[config.mk]
export PLATFORM = sky130hd
export DESIGN_NAME = tmr_bus_front
export DESIGN_NICKNAME = d
export VERILOG_FILES = /design/src/rtl/tmr_bus_front.sv
export SDC_FILE = /design/constraint.sdc
export NUM_CORES = 1
export LEC_CHECK = 0
export CORE_UTILIZATION = 54
export DETAILED_ROUTE_END_ITERATION = 8
export GPL_TIMING_DRIVEN = 0
export PLACE_DENSITY = 0.77
export REMOVE_ABC_BUFFERS = 1
export SYNTH_ARGS = -nofsm -noshare
export SYNTH_HDL_FRONTEND = slang
export SYNTH_SLANG_ARGS = --single-unit
[constraint.sdc]
create_clock -name clk -period 2.42 [get_ports clk]
set_clock_uncertainty 0.15 [all_clocks]
set_input_delay 0.484 -clock clk [delete_from_list [all_inputs] [get_ports clk]]
set_output_delay 0.484 -clock clk [all_outputs]
set_load 0.005 [all_outputs]
[src/rtl/tmr_bus_front.sv]
module tmr_bus_front #(
  parameter int DW = 8
) (
  input  logic            clk,
  input  logic            rst_n,
  input  logic            acc_en,
  input  logic            acc_wr,
  input  logic [2:0]      acc_bytes,
  input  logic [1:0]      acc_addr,
  input  logic [DW-1:0]   acc_wdata,
  output logic [DW-1:0]   rd_data,
  output logic            rd_valid,
  input  logic [5:0]      rw_mode,
  input  logic [2:0]      mode_set,
  input  logic [2:0]      cnt_latch,
  input  logic [2:0]      stat_latch,
  input  logic [3*DW-1:0] stat_in,
  input  logic            tick,
  input  logic            gate2,
  output logic [2:0]      unprog,
  output logic [2:0]      gate
);
  localparam int CW = 2 * DW;
  localparam int NCH = 3;
  localparam logic [1:0] RW_LO = 2'd1, RW_HI = 2'd2, RW_WORD = 2'd3;

  logic [NCH-1:0][CW-1:0] cnt, init, snap;
  logic [NCH-1:0][DW-1:0] hold, sbyte, rbyte;
  logic [NCH-1:0][1:0]    cpend;
  logic [NCH-1:0]         wr_hi, rd_hi, spend;
  logic                   g2_q;

  wire byte_ok = acc_en && (acc_bytes == 3'd1);
  wire wr_go   = byte_ok && acc_wr;
  wire rd_go   = byte_ok && !acc_wr;

  assign gate = {g2_q, 2'b11};

  for (genvar ch = 0; ch < NCH; ch++) begin : g_ch
    wire [1:0] m      = rw_mode[2*ch +: 2];
    wire       sel    = (acc_addr == ch[1:0]);
    wire       wr_hit = wr_go && sel;
    wire       rd_hit = rd_go && sel;
    logic          ld;
    logic [CW-1:0] ldv;

    always_comb begin
      ld  = 1'b0;
      ldv = {CW{1'b0}};
      if (wr_hit) begin
        case (m)
          RW_HI:   begin ld = 1'b1;        ldv = {acc_wdata, {DW{1'b0}}}; end
          RW_WORD: begin ld = wr_hi[ch];   ldv = {acc_wdata, hold[ch]};   end
          default: begin ld = 1'b1;        ldv = {{DW{1'b0}}, acc_wdata}; end
        endcase
      end
    end

    always_comb begin
      if (spend[ch])
        rbyte[ch] = sbyte[ch];
      else if (cpend[ch] != 2'd0)
        rbyte[ch] = (cpend[ch] == RW_HI) ? snap[ch][CW-1:DW] : snap[ch][DW-1:0];
      else if (m == RW_HI || (m == RW_WORD && rd_hi[ch]))
        rbyte[ch] = cnt[ch][CW-1:DW];
      else
        rbyte[ch] = cnt[ch][DW-1:0];
    end

    always_ff @(posedge clk) begin
      if (!rst_n) begin
        cnt[ch]    <= '0;
        init[ch]   <= '0;
        snap[ch]   <= '0;
        hold[ch]   <= '0;
        sbyte[ch]  <= '0;
        cpend[ch]  <= 2'd0;
        wr_hi[ch]  <= 1'b0;
        rd_hi[ch]  <= 1'b0;
        spend[ch]  <= 1'b0;
        unprog[ch] <= 1'b1;
      end else begin
        if (mode_set[ch]) begin
          wr_hi[ch]  <= 1'b0;
          rd_hi[ch]  <= 1'b0;
          unprog[ch] <= 1'b0;
        end else begin
          if (wr_hit && m == RW_WORD) begin
            if (!wr_hi[ch]) hold[ch] <= acc_wdata;
            wr_hi[ch] <= !wr_hi[ch];
          end
          if (rd_hit && !spend[ch] && cpend[ch] == 2'd0 && m == RW_WORD)
            rd_hi[ch] <= !rd_hi[ch];
        end

        if (ld) begin
          init[ch] <= ldv;
          cnt[ch]  <= ldv;
        end else if (tick && gate[ch]) begin
          cnt[ch] <= (cnt[ch] == CW'(1)) ? init[ch] : cnt[ch] - CW'(1);
        end

        if (rd_hit && spend[ch])
          spend[ch] <= 1'b0;
        else if (stat_latch[ch] && !spend[ch]) begin
          spend[ch] <= 1'b1;
          sbyte[ch] <= stat_in[DW*ch +: DW];
        end

        if (rd_hit && !spend[ch] && cpend[ch] != 2'd0)
          cpend[ch] <= (cpend[ch] == RW_WORD) ? RW_HI : 2'd0;
        else if (cnt_latch[ch] && cpend[ch] == 2'd0) begin
          cpend[ch] <= (m == 2'd0) ? RW_LO : m;
          snap[ch]  <= cnt[ch];
        end
      end
    end
  end

  always_ff @(posedge clk) begin
    if (!rst_n) begin
      rd_valid <= 1'b0;
      rd_data  <= '0;
      g2_q     <= 1'b0;
    end else begin
      g2_q     <= gate2;
      rd_valid <= rd_go;
      if (rd_go) begin
        case (acc_addr)
          2'd0:    rd_data <= rbyte[0];
          2'd1:    rd_data <= rbyte[1];
          2'd2:    rd_data <= rbyte[2];
          default: rd_data <= {DW{1'b1}};
        endcase
      end
    end
  end
endmodule

==> flow_metrics.py <==
metrics = {
    "outcome": {
        "outcome": "completed",
    },
    "yosys": {
        "synth_common_cells": "220 x dfxtp_1, 206 x nand2_1, 139 x a21oi_1, 118 x nor2_1, 109 x clkbuf_1",
        "synth_seq_cells": 220,
        "yosys.area.top_type": "dfxtp_1",
        "ys_seq_area_frac": 0.400,
        "synthDominantCellAreaShare": 0.400,
        "yosysWarnings": 0,
        "avgSynthCellArea_um2": 7.68,
        "synthTopCellsByArea": "dfxtp_1 40%, nand2_1 7.0%, a21oi_1 6.3%, o21ai_0 4.6%, nor2_1 4.0%",
        "netlist_area_mm2": 0.0110,
        "synth_edf_count": 0,
        "yosysMostFrequentCell": "dfxtp_1",
        "synth.distinct_cells": 73,
        "ys.flop_type": "dfxtp_1",
        "async_flop_share": 0,
        "postSynthCellCount": 1434,
    },
    "die": {
        "die-width_um": 145,
        "io-pin-count": 73,
        "die_h_um": 145,
        "design.core.area_mm2": 0.0197,
        "start_util": 0.558,
        "die_area_mm2": 0.0210,
        "num_rows": 51,
    },
    "sta": {
        "setup-violations-final": 0,
        "tightest_slew_ns": 0.982,
        "fin_ws_ns": 0.0305,
        "slew_viol_final": 0,
        "relSlewSlack": 0.343,
        "timing.final.crit_share": 0.987,
        "hold_viol": 0,
        "fmax_mhz": 419,
        "period_needed_ns": 2.39,
    },
    "route": {
        "routed_wirelength_um": 33900,
        "drtIter0Drc": 1279,
        "drc_errors": 0,
        "drtPass1Iterations": 5,
        "vias": 11100,
        "drt.antenna.violating_nets": 0,
        "wl_per_cell_um": 19.7,
        "vias_per_cell": 6.45,
    },
    "critical_path": {
        "critPathKind": "reg2reg",
        "crit_fanout": 7,
        "critPathCaptureType": "flip-flop",
        "crit_path_start_kind": "flip-flop",
        "worst-r2r-cell-count": 6,
        "reg2reg_to": "cnt[37]",
        "worst_ep_required_time_ns": 2.68,
        "r2r_slack_ns": 0.03,
        "r2r-start": "cnt[35]",
        "arrival_ns": 2.65,
    },
    "cells_and_area": {
        "fill_cells": 1610,
        "syn2layout_area_growth_pct": 18.4,
        "layout-drive-gt1-share": 0.105,
        "multi_input_area_mm2": 0.00634,
        "final_nets": 1504,
        "final-seq-area_mm2": 0.00442,
    },
    "hold_path": {
        "hold_path_end": "hold[3]",
        "hp-class": "reg2reg",
        "hold_depth": 2,
        "min-delay-start": "hold[3]",
    },
    "clock_network": {
        "htreeDepth": 1,
        "clk_path_buf_depth": 3,
        "numCtsBuffers": 25,
        "clock-sinks": 220,
        "clkSlewWorstSetupHoldPaths_ns": 0.06,
        "clk-insertion-delay-late_ns": 0.52,
        "tritoncts": "yes",
        "root_buffer": "clkbuf_16",
    },
    "power_and_ir_drop": {
        "power_density_mw_per_mm2": 717,
        "leakagePower_nw": 4.70,
        "p_total_w": 0.00935,
        "vdd_drop_max_uv": 384,
    },
    "grt": {
        "grt_pass1_wl_um": 52700,
        "grt_remaining_overflow": 0,
        "grt_usage": 0.319,
        "antenna_found_initial": 1,
        "grt_max_degree": 82,
        "grt_pass1_vias": 9896,
    },
    "flow_run": {
        "max_cap_viol_count": 0,
    },
    "place": {
        "dp_slack_ns": -1.72,
        "place.port_buffers": 70,
        "dp.final_hpwl_um": 21100,
        "place_congestion": 0.910,
    },
}
sequential cells by signal, summed over array words and instances (netlist names):
| name | flops |
|---|---|
| rd_data | 8 |
| cnt | 48 |
| snap | 48 |
| cpend | 6 |
| hold | 24 |
| init | 48 |
| g2_q | 1 |
| sbyte | 24 |
| wr_hi | 3 |
| rd_hi | 3 |
| rd_valid | 1 |
| unprog | 3 |
| spend | 3 |
worst max-delay path, cell delays in order (launching register included):
cell	delay [ns]
dfxtp_1	0.42
or4b_4	0.60
or4_4	0.57
buf_4	0.17
o2bb2ai_1	0.15
a22o_1	0.16
a21oi_1	0.06
cells by family (layout without fill, tap and decap cells):
kind of cell | Yosys count | after routing | synth area share
AO/OA/AOI/OAI | 420 | 423 | 0.233
XOR/XNOR | 24 | 24 | 0.0191
adder cells (fa/ha/maj) | 6 | 6 | 0.00682
buffers and inverters | 157 | 175 | 0.0578
flip-flops | 220 | 220 | 0.400
multiplexers | 41 | 41 | 0.0382
other | 1 | 3 | 0.000341
AND/OR/NAND/NOR | 565 | 567 | 0.245
worst max path at each step:
stage	depth (start not counted)	end	from	slack, ns
finish	6	cnt[37]	cnt[35]	0.03
floorplan	4	cnt[6]	acc_en	-0.93
CTS	6	hold[2]	acc_addr[1]	-0.08
global route	6	cnt[6]	cnt[4]	-0.04
detailed placement	6	cnt[30]	rw_mode[3]	-1.72
global placement	5	cnt[5]	rst_n	-5.27
layer usage:
metal / vias to the layer above / GRT usage / part of all wire / wire length (µm)
li1: 5170 / - / - / -
met1: 5204 / 0.438 / 0.42 / 14100
met2: 626 / 0.504 / 0.45 / 15300
met3: 117 / 0.0448 / 0.094 / 3190
met4: 0 / 0.124 / 0.038 / 1280
met5: - / 0 / 0 / 0
cell usage in the layout, fill, tap and decap left out, types with 16 or more instances in the layout:
master           synthesis  routed
a211oi_1                17      16
a21oi_1                139     139
a22oi_1                 17      17
a31oi_1                 41      41
buf_4                    3      25
clkbuf_16                0      25
clkdlybuf4s50_1          0      56
dfxtp_1                220     213
inv_1                   27      24
mux2i_1                 33      33
nand2_1                206     205
nand2b_1                17      17
nand3_1                 82      81
nor2_1                 118     116
nor3_1                  22      19
o211ai_1                16      16
o21ai_0                102     101
per-stage QoR:
stage          TNS [ns]  instance area (µm²)  std cells  utilization  hold slack, ns
2_1_floorplan   -109.78                10500       1305            -           0.277
3_3_place_gp    -849.01                11500       1640        0.584           0.285
3_5_place_dp    -157.18                11600       1646        0.590           0.293
4_1_cts          -0.708                12800       1712        0.651           0.301
5_1_grt          -0.104                13000       1724        0.661           0.319
6_report              0                13000       1724        0.661           0.298
what timing repair did:
| action | in CTS | in global routing |
|---|---|---|
| pin swaps | 8 | 6 |
| resized for setup | 60 | 49 |
| setup buffers | 17 | 9 |
| endpoints found under the setup margin | 132 | 90 |
| gates cloned | 4 | 2 |
| hold buffers | 0 | 0 |
where the power goes:
| part | switching [W] | internal, W | leakage [nW] |
|---|---|---|---|
| clock network | 0.00151 | 0.00225 | 0.410 |
| logic | 0.000901 | 0.000625 | 2.49 |
| registers | 0.000272 | 0.00379 | 1.79 |
layout make-up:
cell class	count	share of cell area
Multi-Input combinational cell	1063	0.486
Sequential cell	220	0.339
Timing Repair Buffer	102	0.0766
Clock buffer	38	0.0579
Tap cell	265	0.0254
Inverter	27	0.00864
Clock inverter	7	0.00518
Timing Repair inverter	1	0.000384
Antenna cell	1	0.000192
No activity file was read; power rests on OpenSTA's default activity.
